[config.mk]
export PLATFORM = sky130hd
export DESIGN_NAME = life_row_engine
export DESIGN_NICKNAME = d
export VERILOG_FILES = /design/src/rtl/life_row_engine.sv
export SDC_FILE = /design/constraint.sdc
export NUM_CORES = 2
export LEC_CHECK = 0
export BUFFER_PORTS_ARGS = -buffer_cell sky130_fd_sc_hd__buf_2
export CAP_MARGIN = 15
export CORE_MARGIN = 2
export CORE_UTILIZATION = 57
export DETAILED_ROUTE_END_ITERATION = 7
export HOLD_SLACK_MARGIN = 0.1
export PLACE_DENSITY_LB_ADDON = 0.25
export SLEW_MARGIN = 30
export SYNTH_ARGS = -nofsm -noshare
export SYNTH_HDL_FRONTEND = slang
export SYNTH_SLANG_ARGS = --single-unit
[constraint.sdc]
create_clock -name clk -period 5.15 [get_ports clk]
set_clock_uncertainty 0.15 [all_clocks]
set_input_delay 1.03 -clock clk [delete_from_list [all_inputs] [get_ports clk]]
set_output_delay 1.03 -clock clk [all_outputs]
set_load 0.005 [all_outputs]
[src/rtl/life_row_engine.sv]
module life_row_engine #(
  parameter int W  = 32,
  parameter int H  = 32,
  parameter int SW = 16
)(
  input  logic                 clk,
  input  logic                 rst_n,
  input  logic                 start,
  input  logic [SW-1:0]        steps,
  output logic                 busy,
  output logic                 done,
  output logic [31:0]          gen_count,
  input  logic                 host_we,
  input  logic [$clog2(H)-1:0] host_waddr,
  input  logic [W-1:0]         host_wdata,
  input  logic [$clog2(H)-1:0] host_raddr,
  output logic [W-1:0]         host_rdata
);
  localparam int AW = $clog2(H);
  localparam int TW = $clog2(H + 3);
  localparam logic [TW-1:0] T_WRAP = TW'(H + 1);
  localparam logic [TW-1:0] T_LAST = TW'(H + 2);

  logic [W-1:0]  grid [H];
  logic [W-1:0]  rd_q, win_a, win_b, keep0, keep1, row_in, row_nx, wr_data;
  logic [TW-1:0] t, t_m2;
  logic [SW-1:0] left;
  logic          wr_en;
  logic [AW-1:0] wr_addr, rd_addr;
  logic [1:0]    col [W];

  assign row_in     = (t == T_WRAP) ? keep0 : (t == T_LAST) ? keep1 : rd_q;
  assign t_m2       = t - TW'(2);
  assign rd_addr    = (busy && t < TW'(H)) ? t[AW-1:0] : host_raddr;
  assign wr_en      = busy ? (t >= TW'(3)) : host_we;
  assign wr_addr    = busy ? ((t == T_LAST) ? '0 : t_m2[AW-1:0]) : host_waddr;
  assign wr_data    = busy ? row_nx : host_wdata;
  assign host_rdata = rd_q;

  for (genvar j = 0; j < W; j++) begin : g_col
    assign col[j] = {1'b0, win_a[j]} + {1'b0, win_b[j]} + {1'b0, row_in[j]};
  end

  for (genvar j = 0; j < W; j++) begin : g_cell
    localparam int JL = (j + W - 1) % W;
    localparam int JR = (j + 1) % W;
    logic [3:0] n9;
    assign n9        = {2'b0, col[JL]} + {2'b0, col[j]} + {2'b0, col[JR]};
    assign row_nx[j] = (n9 == 4'd3) | (win_b[j] & (n9 == 4'd4));
  end

  always_ff @(posedge clk) begin
    if (wr_en) grid[wr_addr] <= wr_data;
    rd_q <= grid[rd_addr];
  end

  always_ff @(posedge clk or negedge rst_n) begin
    if (!rst_n) begin
      busy      <= 1'b0;
      done      <= 1'b0;
      gen_count <= '0;
      t         <= '0;
      left      <= '0;
      win_a     <= '0;
      win_b     <= '0;
      keep0     <= '0;
      keep1     <= '0;
    end else begin
      done  <= 1'b0;
      win_a <= win_b;
      win_b <= row_in;
      if (t == TW'(1)) keep0 <= rd_q;
      if (t == TW'(2)) keep1 <= rd_q;
      if (!busy) begin
        if (start) begin
          if (steps == '0) done <= 1'b1;
          else begin
            busy <= 1'b1;
            left <= steps;
            t    <= '0;
          end
        end
      end else if (t == T_LAST) begin
        gen_count <= gen_count + 32'd1;
        t         <= '0;
        if (left == SW'(1)) begin
          busy <= 1'b0;
          done <= 1'b1;
        end else left <= left - SW'(1);
      end else t <= t + TW'(1);
    end
  end
endmodule

## Word-level counts from Yosys, hierarchy flattened

Memory sizes are Yosys's and may differ from the RTL's. A register that Yosys moved wholly into a read port is not among the register bits.
Cells that the tools add are included.
Widths: inputs -> output; s select.

- Memory bits (writable): 1024
- Register bits after elaboration: 184
- Input port bits: 62
- Logic and storage cells: 314
- Output and inout port bits: 66
- Memories: 1

- Magnitude comparators: 2
- Eq/ne operators: 72
- Bitwise gates (word level): 64
- Reduce and logical (&&, ||, !) cells: 6
- Mux-type cells: 28
- Add/subtract/negate cells: 132

Memories:

| memory | words | bits a word | rd ports | clocked after memory_dff | wr ports | line | text |
|---|---|---|---|---|---|---|---|
| grid | 32 | 32 | 1 | 1 | 1 | 24 | `logic [W-1:0] grid [H];` |

Operator list:

| operator | count |
|---|---|
| $add 3x2->4 | 32 |
| $eq 4x2->1 const B | 32 |
| $eq 4x3->1 const B | 32 |
| $add 2x2->3 | 32 |
| $mux 32 | 3 |
| $mux 16 | 5 |
| $add 1x1->2 | 32 |
| $add 2x1->2 | 32 |
| $add 32x1->32 const B | 1 |
| $and 1x1->1 | 32 |
| $or 1x1->1 | 32 |
| $mux 6 | 4 |
| $eq 16x1->1 const B | 1 |
| $logic_not 16->1 | 1 |
| $sub 16x1->16 const B | 1 |
| $mux 5 | 3 |
| $mux 1 | 13 |
| $eq 6x6->1 const B | 2 |
| $add 6x1->6 const B | 1 |
| $eq 6x1->1 const B | 1 |
| $eq 6x2->1 const B | 1 |
| $ge 6x2->1 const B | 1 |
| $lt 6x6->1 const B | 1 |
| $sub 5x2->5 const B | 1 |
| other kinds (6) | 8 |

## Depth between registers and ports, before layout

- Word-level depth: 10
- Mapped depth: 20
- Depth with buffers taken out: 18

## Least setup slack after synthesis

No wires, ideal clock.

- Path type: register -> register
- From: register t[0]
- To: memory grid[0][31], data pin
- Data arrival time: 4.550 ns
- Cell stages (with the launch flop): 21
- Required time: 4.623 ns
- Setup time: 0.377 ns
- Period minus slack after synthesis: 5.077 ns
- Buffers on the path: 2
- Setup slack: 0.073 ns
- Cells stage by stage: dfrtp_1 clkbuf_1 inv_1 ha_1 clkinv_1 nor2_1 buf_2 mux2i_1 a21oi_1 inv_1 fa_1 inv_1 ha_1 a21o_1 ha_1 inv_1 ha_1 nand2_1 nor3_1 a31oi_1 a21oi_1

- Longest elaborated chain between the ends: 10
- Elaborated cells between the ends (all ways): 14
- Those cells by class: add/sub: 5; eq/ne: 4; mux: 3; bitwise: 2

Ends and longest elaborated chain:

| what | line | text |
|---|---|---|
| start, declared | 26 | `logic [TW-1:0] t, t_m2;` |
| start signal, assigned | 90 | `end else t <= t + TW'(1);` |
| $eq 6x6->1 | 32 | `assign row_in = (t == T_WRAP) ? keep0 : (t == T_LAST) ? keep1 : rd_q;` |
| $mux 32 | 32 |  |
| $mux 32 (*) | 32 |  |
| via row_in[30] | 25 | `logic [W-1:0] rd_q, win_a, win_b, keep0, keep1, row_in, row_nx, wr_data;` |
| $add 2x1->2 (*) | 41 | `assign col[j] = {1'b0, win_a[j]} + {1'b0, win_b[j]} + {1'b0, row_in[j]};` |
| $add 2x2->3 (*) | 48 | `assign n9 = {2'b0, col[JL]} + {2'b0, col[j]} + {2'b0, col[JR]};` |
| $add 3x2->4 (*) | 48 |  |
| $eq 4x3->1 | 49 | `assign row_nx[j] = (n9 == 4'd3) \| (win_b[j] & (n9 == 4'd4));` |
| $and 1x1->1 | 49 |  |
| $or 1x1->1 (*) | 49 |  |
| $mux 32 (*) | 37 | `assign wr_data = busy ? row_nx : host_wdata;` |
| via wr_data[31] | 25 |  |
| end, declared | 24 |  |

Mark *: on every way through the listed nets, which the timed path passes. The rest lies on a longest branch.

## Final worst setup path

- From: register t[2]
- To: memory grid[4][12], data pin

- Elaborated cells between the ends (all ways): 14
- Those cells by class: add/sub: 5; eq/ne: 4; mux: 3; bitwise: 2

RTL lines:

| what | line |
|---|---|
| $eq 6x6->1 | 32 |
| $mux 32 | 32 |
| $mux 32 (*) | 32 |
| via row_in[13] | 25 |
| $add 2x1->2 (*) | 41 |
| $add 3x2->4 (*) | 48 |
| $eq 4x3->1 | 49 |
| $and 1x1->1 | 49 |
| $or 1x1->1 (*) | 49 |
| $mux 32 (*) | 37 |
| via wr_data[12] | 25 |

Marks and branches as above.

==> metrics.md <==
| Metric | Value |
|---|---|
| Outcome | finished, final reports clean |
| Share of layout cells above drive strength 1 | between 10% and 20% |
| CP Cell Sequence | or4b_1 > nor2_4 > buf_4 > mux2i_1 > a21oi_1 > inv_1 > fa_1 > inv_1 > fa_1 > ha_1 > nor2_1 > nand3_1 > a31oi_2 > buf_4 |
| Crit path time final | approximately 4.9 ns |
| Tightest Pin Transition | ~1.0 ns |
| Input/output buffers | 127 |
| Nets@finish | about 4600 |
| CTS tree | yes |
| Critical Path AT | 5.22 ns |
| Synthesized area | between 50000 and 60000 sq um |
| Count of final max-slew check failures | 0 |
| Worst EP required | about 5.5 ns |
| Die ar. | 101000 sq um |
| Initial Utilization | 57.3% |
| Max-Cap Viols | 0 |
| DRT antenna net count | 0 |
| Via density | between 6 and 7 |
| DRT iter0 DRCs | approximately 5500 |
| Num CTS Buffers | 120 |
| Average wire per standard cell | 29.5 um |
| Max transition margin | 30.4% |
| Clock root buffer | clkbuf_16 |
| Adder-Cell Fraction of Synth Area | 4.98% |
| Worst path slowest cell | or4b_1 |
| Rows | between 100 and 150 |
| Cell count after synthesis | 4290 |
| Synth warn | 0 |
| Total congestion overflow | 0 |
| Post-synth EDFFs | between 1000 and 1500 |
| Synth async-reset ratio | between 10 and 15% |
| Family with the most delay on the worst path | adder cells |
| Final wirelength | roughly 170 mm |
| Slack of the critical path | around 0.29 ns |
| Cell area after layout | ~64000 sq um |
| Setup TNS | 0 ns |
| Worst R2R End | grid[4][12] |
| Flop2flop setup slack | 0.29 ns |
| Largest family of logic cells by synthesized area | compound AO/OA/AOI/OAI gates |
| Syn nets | ~4500 |
| Critical path endpoint category | flop |
| Cell count of the worst reg-to-reg path | 14 |
| Setup violations, final | 0 |
| DP Area | between 50000 and 60000 sq um |
| Core Box Area | 98000 sq um |
| Clock latency on the worst-skew pair | ~0.7 ns |
| Fmax | 0.206 GHz |
| Seq cells post-synth | between 1000 and 1500 |
| Crit-path max cell delay | slightly below 0.6 ns |
| Number of global-route vias before repair | 37300 |
| CTS sink count | 1240 |
| Synth Flop Type | edfxtp_1 |
| Largest net degree at the start of global routing | between 150 and 200 |
| Level count of the clock H-tree | 3 |
| Global-route wire length before repair | approximately 250 mm |
| Die width | around 320 um |
| Postcts setup bufs | 0 |
| Hold crit path type | in2async |
| Final hold vios | 0 |
| Worst Setup Path Type | reg2reg |
| Cell variety after synth | 66 |
| Unrepaired setup endpoints after global routing | no |
| Final worst path period share | between 90 and 100% |
| Worst slack, placed | between 0.4 and 0.5 ns |
| Xor and xnor fraction of the mapped netlist area | 0.561% |
| Post-Synth Simple-Gate Area | under 10% |
| Largest fanout on the critical path | 32 |
| R2r startpoint | t[2] |
| Critical Path End | grid[4][12] |
| Post-synthesis mux area share | approximately 2.4% |
| Die height | ~320 um |
| Clock transition at path regs | about 0.070 ns |
| Syn Area/Cell | between 10 and 15 sq um |
| CTS-repair resized insts | 0 |
| # IOs | about 130 |
| Antenna violations before repair | 4 |
| Setup crit start | t[2] |
| Area Growth Syn to Fin | 13.4% |
| Final HPWL DP | 96.5 mm |
| Total number of vias | approximately 39000 |
| WP depth | 14 |
| Compound-Gate Fraction of Synth Area | between 15 and 20% |
| Max Buffers Root-to-Sink | 3 |
| Crit path launch type | flop |
| GRT Overall Usage | 33.6% |
| Seq/Total Area, Yosys | 64.1% |
| CP Buf/Inv Count | 4 |
| Final routed DRC violation total | 0 |
| GPL Wtd Cong | approximately 0.89 |
| Hold_buf cts | 0 |
| DR pass1 iterations | 5 |
[cell families (layout without fill, tap and decap cells)]
| kind of cell | Yosys count | after routing |
|---|---|---|
| compound gates | 1272 | 1272 |
| xor+xnor | 36 | 36 |
| fa+ha+maj | 168 | 168 |
| buf+inv | 1059 | 1264 |
| flops | 1240 | 1240 |
| mux | 129 | 129 |
| other cells | 0 | 4 |
| simple gates | 386 | 386 |
[per-layer routing]
layer | track usage, % | vias to the layer above | part of all wire, %
met5 | 0 | - | 0.0041
met4 | 17.3 | 2 | 5.7
met3 | 7.88 | 516 | 12
met2 | 50.7 | 2478 | 44
met1 | 45.9 | 19200 | 38
li1 | - | 16400 | -
[through the flow]
stage	util, %	std cells	hold slack, ns
2_1_floorplan	-	4290	0.223
3_3_place_gp	60.8	5549	0.240
3_5_place_dp	60.9	5553	0.240
4_1_cts	65.0	5782	0.155
5_1_grt	65.0	5782	0.197
6_report	65.0	5786	0.134
[layout by cell type, fill, tap and decap left out, types with 21 or more instances in the layout]
master	instances
clkbuf_1	31
a211oi_1	960
o2111a_1	32
buf_2	124
xnor2_1	23
inv_1	730
ha_1	75
clkinv_2	25
nor4_1	21
nor2_4	33
nor2_1	117
dfxtp_1	32
o41ai_1	98
buf_4	134
buf_12	40
a2111oi_0	32
a31oi_2	28
clkbuf_16	122
nand2_1	48
mux2_2	65
nand3_1	77
fa_1	93
edfxtp_1	1024
dfrtp_1	183
mux2i_1	64
a21oi_1	33
[cells in the mapped netlist (36+ instances only)]
cell | n | area share [%]
a211oi_1 | 960 | 13
a21oi_1 | 36 | 0.32
a31oi_1 | 37 | 0.41
clkbuf_1 | 277 | 1.9
dfrtp_1 | 184 | 8.2
edfxtp_1 | 1024 | 55
fa_1 | 93 | 3.3
ha_1 | 75 | 1.7
inv_1 | 730 | 4.9
mux2_2 | 65 | 1.3
mux2i_1 | 64 | 1.1
nand2_1 | 50 | 0.33
nand3_1 | 78 | 0.69
nor2_1 | 150 | 1.0
o41ai_1 | 98 | 1.5
[registers in the layout, indices dropped and copies added, names as in the netlist]
signal / count
keep0: 32
win_b: 32
host_rdata: 32
grid: 1024
t: 6
win_a: 32
keep1: 32
left: 16
gen_count: 32
busy: 1
done: 1
[final cells by class]
class	instances	area [sq um]
timing repair buffer	304	2540
fill	6858	34300
clock buffer	164	3320
tap	1287	1610
multi-input combinational	1991	16800
antenna	4	10.0
clock inverter	65	686
sequential	1240	36000
inverter	731	2740
[worst min path at each step]
stage / slack [ns] / depth (start not counted) / endpoint
after global routing: 0.20 / 1 / gen_count[26]
after CTS: 0.16 / 1 / gen_count[26]
after global placement: 0.24 / 0 / win_a[30]
after floorplan: 0.22 / 0 / win_a[17]
final: 0.13 / 1 / gen_count[26]
after detailed placement: 0.24 / 0 / win_a[30]
Power is left out: the tool's default activity adds up to more than one toggle a clock period on the data nets, which glitch-free logic cannot reach.
